$ cat src/rtl/hlt_pkg.sv
package hlt_pkg;

    typedef enum logic {
        HS_IDLE   = 1'b0,
        HS_ACTIVE = 1'b1
    } hs_state_e;

    function automatic bit skew_supported(input int variant);
        return (variant == 0) || (variant == 3) || (variant == 4);
    endfunction

    function automatic bit border_on_overrun(input int variant);
        return (variant == 0) || (variant == 2);
    endfunction

    function automatic bit zero_width_is_full(input int variant);
        return variant >= 2;
    endfunction

    function automatic int sync_delay(input int variant);
        return ((variant == 3) || (variant == 4)) ? 2 : 0;
    endfunction

endpackage

$ cat src/rtl/hlt_counter.sv
module hlt_counter #(
    parameter int CW = 8
) (
    input  logic          clk,
    input  logic          rst_n,
    input  logic          char_en,
    input  logic [CW-1:0] reg_total,
    output logic [CW-1:0] hcount,
    output logic          line_end,
    output logic          half_line
);

    logic at_total;

    assign at_total  = (hcount == reg_total);
    assign line_end  = at_total;
    assign half_line = (hcount == (reg_total >> 1));

    always_ff @(posedge clk) begin
        if (!rst_n) begin
            hcount <= '0;
        end else if (char_en) begin
            hcount <= at_total ? '0 : hcount + 1'b1;
        end
    end

    assert_wrap_R1: assert property (@(posedge clk) disable iff (!rst_n)
        (char_en && hcount == reg_total) |=> (hcount == '0));

    assert_hold_R1: assert property (@(posedge clk) disable iff (!rst_n)
        !char_en |=> $stable(hcount));

    assert_range_R1: assert property (@(posedge clk) disable iff (!rst_n)
        hcount <= reg_total);

endmodule

$ cat src/rtl/hlt_display.sv
module hlt_display
    import hlt_pkg::*;
#(
    parameter int CW      = 8,
    parameter int VARIANT = 0
) (
    input  logic          clk,
    input  logic          rst_n,
    input  logic          char_en,
    input  logic [CW-1:0] hcount,
    input  logic [CW-1:0] reg_total,
    input  logic [CW-1:0] reg_disp,
    input  logic [1:0]    reg_skew,
    output logic          disp_en
);

    localparam bit SKEW_ON = skew_supported(VARIANT);
    localparam bit BORDER  = border_on_overrun(VARIANT);

    logic       raw_en;
    logic       border_hit;
    logic [1:0] skew_eff;
    logic [1:0] dly;

    generate
        if (BORDER) begin : g_border
            assign border_hit = (reg_disp > reg_total) && (hcount == reg_total);
        end else begin : g_no_border
            assign border_hit = 1'b0;
        end
        if (SKEW_ON) begin : g_skew
            assign skew_eff = reg_skew;
        end else begin : g_no_skew
            assign skew_eff = 2'd0;
        end
    endgenerate

    assign raw_en = (hcount < reg_disp) && !border_hit;

    always_ff @(posedge clk) begin
        if (!rst_n) begin
            dly <= '0;
        end else if (char_en) begin
            dly <= {dly[0], raw_en};
        end
    end

    always_comb begin
        unique case (skew_eff)
            2'd0:    disp_en = raw_en;
            2'd1:    disp_en = dly[0];
            2'd2:    disp_en = dly[1];
            default: disp_en = 1'b0;
        endcase
    end

    assert_skew1_R6: assert property (@(posedge clk) disable iff (!rst_n)
        char_en |=> (skew_eff != 2'd1 || disp_en == $past(raw_en)));

    assert_suppress_R6: assert property (@(posedge clk) disable iff (!rst_n)
        (SKEW_ON && reg_skew == 2'd3) |-> !disp_en);

endmodule

$ cat src/rtl/hlt_hsync.sv
module hlt_hsync
    import hlt_pkg::*;
#(
    parameter int CW      = 8,
    parameter int WW      = 4,
    parameter int VARIANT = 0
) (
    input  logic          clk,
    input  logic          rst_n,
    input  logic          char_en,
    input  logic [CW-1:0] hcount,
    input  logic [CW-1:0] reg_sync_pos,
    input  logic [WW-1:0] reg_sync_width,
    output logic          hsync
);

    localparam int  DELAY    = sync_delay(VARIANT);
    localparam bit  ZERO_MAX = zero_width_is_full(VARIANT);

    hs_state_e     state, state_n;
    logic [WW:0]   rem, rem_n;
    logic [WW:0]   width_eff;
    logic          start;
    logic          hs_core;

    always_comb begin
        if (reg_sync_width != '0) begin
            width_eff = {1'b0, reg_sync_width};
        end else if (ZERO_MAX) begin
            width_eff = {1'b1, {WW{1'b0}}};
        end else begin
            width_eff = '0;
        end
    end

    assign start = (hcount == reg_sync_pos) && (width_eff != '0);

    always_ff @(posedge clk) begin
        if (!rst_n) begin
            state <= HS_IDLE;
            rem   <= '0;
        end else begin
            state <= state_n;
            rem   <= rem_n;
        end
    end

    always_comb begin
        state_n = state;
        rem_n   = rem;
        hs_core = 1'b0;
        unique case (state)
            HS_IDLE: begin
                hs_core = start;
                if (char_en && start && width_eff > 1) begin
                    state_n = HS_ACTIVE;
                    rem_n   = width_eff - 1'b1;
                end
            end
            HS_ACTIVE: begin
                hs_core = 1'b1;
                if (char_en) begin
                    if (rem == 1) begin
                        state_n = HS_IDLE;
                        rem_n   = '0;
                    end else begin
                        rem_n = rem - 1'b1;
                    end
                end
            end
        endcase
    end

    generate
        if (DELAY > 0) begin : g_delay
            logic [DELAY-1:0] pipe;
            always_ff @(posedge clk) begin
                if (!rst_n) begin
                    pipe <= '0;
                end else if (char_en) begin
                    pipe[0] <= hs_core;
                    for (int i = 1; i < DELAY; i++) begin
                        pipe[i] <= pipe[i-1];
                    end
                end
            end
            assign hsync = pipe[DELAY-1];
        end else begin : g_direct
            assign hsync = hs_core;
        end
    endgenerate

    assert_rem_live_R7: assert property (@(posedge clk) disable iff (!rst_n)
        (state == HS_ACTIVE) |-> (rem != '0));

    assert_expire_R7: assert property (@(posedge clk) disable iff (!rst_n)
        (state == HS_ACTIVE && char_en && rem == 1) |=> (state == HS_IDLE));

    assert_launch_R8: assert property (@(posedge clk) disable iff (!rst_n)
        (state == HS_IDLE && char_en && start && width_eff > 1) |=> (state == HS_ACTIVE));

endmodule

$ cat src/rtl/hline_timer.sv
module hline_timer
    import hlt_pkg::*;
#(
    parameter int CW      = 8,
    parameter int WW      = 4,
    parameter int VARIANT = 0
) (
    input  logic          clk,
    input  logic          rst_n,
    input  logic          char_en,
    input  logic [CW-1:0] reg_total,
    input  logic [CW-1:0] reg_disp,
    input  logic [CW-1:0] reg_sync_pos,
    input  logic [WW-1:0] reg_sync_width,
    input  logic [1:0]    reg_skew,
    output logic [CW-1:0] hcount,
    output logic          disp_en,
    output logic          hsync,
    output logic          line_end,
    output logic          half_line
);

    hlt_counter #(.CW(CW)) u_counter (
        .clk       (clk),
        .rst_n     (rst_n),
        .char_en   (char_en),
        .reg_total (reg_total),
        .hcount    (hcount),
        .line_end  (line_end),
        .half_line (half_line)
    );

    hlt_display #(.CW(CW), .VARIANT(VARIANT)) u_display (
        .clk       (clk),
        .rst_n     (rst_n),
        .char_en   (char_en),
        .hcount    (hcount),
        .reg_total (reg_total),
        .reg_disp  (reg_disp),
        .reg_skew  (reg_skew),
        .disp_en   (disp_en)
    );

    hlt_hsync #(.CW(CW), .WW(WW), .VARIANT(VARIANT)) u_hsync (
        .clk            (clk),
        .rst_n          (rst_n),
        .char_en        (char_en),
        .hcount         (hcount),
        .reg_sync_pos   (reg_sync_pos),
        .reg_sync_width (reg_sync_width),
        .hsync          (hsync)
    );

    assert_line_end_R2: assert property (@(posedge clk) disable iff (!rst_n)
        (line_end && char_en) |=> (hcount == '0));

endmodule

$ cat config.mk
export PLATFORM = sky130hd
export DESIGN_NAME = hline_timer
export DESIGN_NICKNAME = d
export VERILOG_FILES = /design/src/rtl/hlt_pkg.sv /design/src/rtl/hlt_counter.sv /design/src/rtl/hlt_display.sv /design/src/rtl/hlt_hsync.sv /design/src/rtl/hline_timer.sv
export SDC_FILE = /design/constraint.sdc
export NUM_CORES = 1
export LEC_CHECK = 0
export BUFFER_PORTS_ARGS = -buffer_cell sky130_fd_sc_hd__buf_2
export CORE_UTILIZATION = 42
export CTS_CLUSTER_SIZE = 14
export DETAILED_ROUTE_END_ITERATION = 8
export PLACE_DENSITY = 0.76
export SLEW_MARGIN = 5
export SYNTH_ARGS = -nofsm -noshare
export SYNTH_HDL_FRONTEND = slang
export SYNTH_SLANG_ARGS = --single-unit
$ cat constraint.sdc
create_clock -name clk -period 3.21 [get_ports clk]
set_input_delay 0.4815 -clock clk [delete_from_list [all_inputs] [get_ports clk]]
set_output_delay 0.4815 -clock clk [all_outputs]
set_load 0.02 [all_outputs]
==> metrics.md <==
| Metric | Value |
|---|---|
| Clock Skew | about 0.0039 ns |
| Capturing point of the worst reg2reg path | u_hsync.rem[3] |
| Die Outline Area | 4040 um2 |
| Hold Path Class | reg2reg |
| Routed WL per cell | 11.7 um |
| Detailed Route Iter0 Violations | 46 |
| Maximum capacitance violations | 0 |
| Vias per Instance | 5.11 |
| Highest net fanout along the worst path | 3 |
| Starting density of the core | 43.5% |
| Area of the core | roughly 3700 um2 |
| Half-perimeter wire length of the detailed placement result | roughly 2700 um |
| Critical path launch point type | input port |
| Worst Setup Path Type | in2out |
| GRT overflow | 0 |
| Final number of max-transition violations | 0 |
| Relative max-transition margin | 66.2% |
| Placed cell areas | 1840 um2 |
| Worst Tran Pin Value | 0.501 ns |
| Maximum clock frequency | 361 MHz |
| Endpoint with the worst hold slack | u_display.dly[0] |
| Combinational family with the most area after synthesis | simple AND/OR/NAND/NOR gates |
| Count of boundary I/O pins | 45 |
| Sinks on Clock Net | 16 |
| Die boundary height | ~64 um |
| Count of unresolved DRC violations after routing | 0 |
| Antenna diode instance count | 0 |
| Clock root buffer | sky130_fd_sc_hd__clkbuf_8 |
| Row cnt | 22 |
| Most frequent standard cell in the layout excluding fill and tap cells | sky130_fd_sc_hd__buf_2 |
| Clk buf depth | 2 |
| Fin. Hold Viols | 0 |
| Worst reg2reg setup slack | 1.26 ns |
| Commonest cells after routing, fill and taps aside | sky130_fd_sc_hd__buf_2 (44), sky130_fd_sc_hd__nor2_1 (20), sky130_fd_sc_hd__ha_1 (20), sky130_fd_sc_hd__inv_1 (19), sky130_fd_sc_hd__xnor2_1 (17) |
| Async set-reset flop share out of synthesis | 0% |
| Total wire length after detailed routing | 3350 um |
| Min-Delay Startpoint | u_display.dly[0] |
| Setup slack after placement | roughly 0.42 ns |
| VDD IR max | 0.235 mV |
| Min cycle time layout | 2.77 ns |
| Number of resized instances in the post-cts repair step | 0 |
| Iteration count of the initial detailed-routing pass | 4 |
| CTS H-Tree Depth | 1 |
| Final worst slack | 0.443 ns |
| Worst Setup End Kind | output port |
| Final Net Count | 292 |
| Worst Reg-to-Reg Cells | 6 |
| Primary FF master, synth | sky130_fd_sc_hd__dfxtp_1 |
| Startpoint of the worst register-to-register path | u_counter.hcount[2] |
| Post-detailed-route count of antenna-violating nets | 0 |
| Final Cell Area | 1880 um2 |
| Port Buffers | 44 |
| Required time of the worst setup path | 2.73 ns |
| Post-Synthesis Mean Instance Area | around 8.0 um2 |
| TritonCTS Buffers | 3 |
| Total power divided by cell area | between 200 and 300 nW/um2 |
| Setup repair bufs after CTS | 0 |
| Seq cells post-synth | 16 |
| Largest net degree at the start of global routing | 15 |
| Layout cells sized above 1 | 22.8% |
| RSZ-0062 raised after global routing | false |
| XOR/XNOR Fraction of Synth Area | 17.6% |
| Total negative slack for setup checks | 0 ns |
| Mux cell area share after synthesis | 3.77% |
| Clock insertion delay at the later pin of the skew report | around 0.24 ns |
| CTS Hold Buffers Added | 0 |
| Crit path arrival time | 2.29 ns |
| Simple-gate area share of the yosys netlist | 21.9% |
| Final count of negative-setup-slack endpoints | 0 |
| CTS tree | yes |
| Outcome | finished clean |
| Synth Area in Adders | 15.7% |
| Antenna violations before repair | 0 |
| Total of warnings raised by yosys | 0 |
| Post-synthesis sequential area ratio | 20.1% |
| Static Leakage | 0.946 nW |
| Number of global-route vias before repair | 1,348 |
| Clock-pin slew reported for the worst setup and hold paths after clock tree synthesis | 0.06 ns |
| Synth Area in Compound Gates | about an eighth |
| Horizontal extent of the die | 63.6 um |
| P&R area growth vs syn | 17.8% |
| Final Wtd Congestion | around 0.77 |
| First-pass GRT wire length | 5780 um |
| Mapped Nets | about 250 |
| Worst Hold Depth | 2 |
| Count of flip-flops with a built-in enable after synthesis | 0 |
| Portion of the clock cycle consumed by the worst path in the final layout | 86.2% |
| Vias | 1,456 |
| Global-route usage over all layers | 17.9% |
| Filler instances | 353 |
| Distinct cell type count after synthesis | 35 |
| Combined area of all synthesized cells | roughly 1600 um2 |
| Post-synthesis cell count | 198 |
## flip-flops by register name (all words and copies together), names as in the netlist
name,count
u_counter.hcount,8
u_hsync.rem,5
u_display.dly,2
u_hsync.state,1
## critical path, cell delays in order
cell                       delay (ns)
sky130_fd_sc_hd__buf_2           0.12
sky130_fd_sc_hd__inv_1           0.05
sky130_fd_sc_hd__ha_1            0.29
sky130_fd_sc_hd__nor2b_1         0.13
sky130_fd_sc_hd__o211ai_1        0.17
sky130_fd_sc_hd__a21oi_1         0.09
sky130_fd_sc_hd__o221ai_1        0.17
sky130_fd_sc_hd__o311ai_0        0.21
sky130_fd_sc_hd__o311ai_0        0.34
sky130_fd_sc_hd__buf_2           0.23
## per-layer routing
layer | track usage (%) | vias to the layer above | share of wire (%)
li1 | - | 757 | -
met3 | 2.17 | 7 | 4.5
met4 | 5.97 | 0 | 1.4
met5 | 0 | - | 0
met1 | 21.7 | 653 | 47
met2 | 31.9 | 39 | 47
## power breakdown
part | switching (mW) | internal [mW]
Combinational | 0.0669 | 0.0587
Sequential | 0.00695 | 0.203
Clock | 0.0638 | 0.0830
Total | 0.138 | 0.345
## through the flow
| stage | utilization [%] | cells | power [mW] | hold WS (ns) |
|---|---|---|---|---|
| CTS | 51.3 | 285 | 0.488 | 0.521 |
| global route | 51.3 | 285 | 0.515 | 0.554 |
| floorplan | - | 198 | 0.294 | 0.478 |
| finish | 51.3 | 285 | 0.483 | 0.520 |
| detailed placement | 50.1 | 282 | 0.340 | 0.511 |
| global placement | 50.1 | 282 | 0.337 | 0.505 |
## cells by family (layout without fill, tap and decap cells)
kind of cell / after synthesis / in the layout
DFF: 16 / 16
adders and majority gates: 20 / 20
xor gates and xnor gates: 32 / 32
and+or+nand+nor: 65 / 65
AOI/OAI and AO/OA: 30 / 30
buffers and inverters: 29 / 68
muxes: 6 / 6
## cell usage after synthesis, types with 5 or more instances
master,count,area (um2)
sky130_fd_sc_hd__nand2_1,12,45.0
sky130_fd_sc_hd__xor2_1,15,131
sky130_fd_sc_hd__nor2b_1,6,37.5
sky130_fd_sc_hd__nand3b_1,5,37.5
sky130_fd_sc_hd__nand4_1,8,50.1
sky130_fd_sc_hd__inv_1,19,71.3
sky130_fd_sc_hd__mux2i_1,6,60.1
sky130_fd_sc_hd__a21oi_1,9,45.0
sky130_fd_sc_hd__xnor2_1,17,149
sky130_fd_sc_hd__buf_2,6,30.0
sky130_fd_sc_hd__nor2_1,20,75.1
sky130_fd_sc_hd__ha_1,20,250
sky130_fd_sc_hd__o21ai_0,5,25.0
sky130_fd_sc_hd__dfxtp_1,16,320
## worst max path at each step
stage	slack [ns]	start	depth (start not counted)	to
CTS	0.42	reg_total[1]	10	disp_en
detailed placement	0.42	reg_total[1]	10	disp_en
finish	0.44	reg_total[1]	10	disp_en
global route	0.31	reg_total[1]	10	disp_en
global placement	0.49	reg_total[1]	10	disp_en
floorplan	0.44	reg_total[1]	8	disp_en
## cell type report
type | count | area [um2] | share of cell area, %
multi-input cells | 153 | 1150 | 61.2
flip-flops and latches | 16 | 320 | 17.1
repair buffers | 46 | 235 | 12.5
inverters | 19 | 71.3 | 3.80
well taps | 48 | 60.1 | 3.20
clock buffers | 3 | 41.3 | 2.20
(Power assumes the default switching activity.)
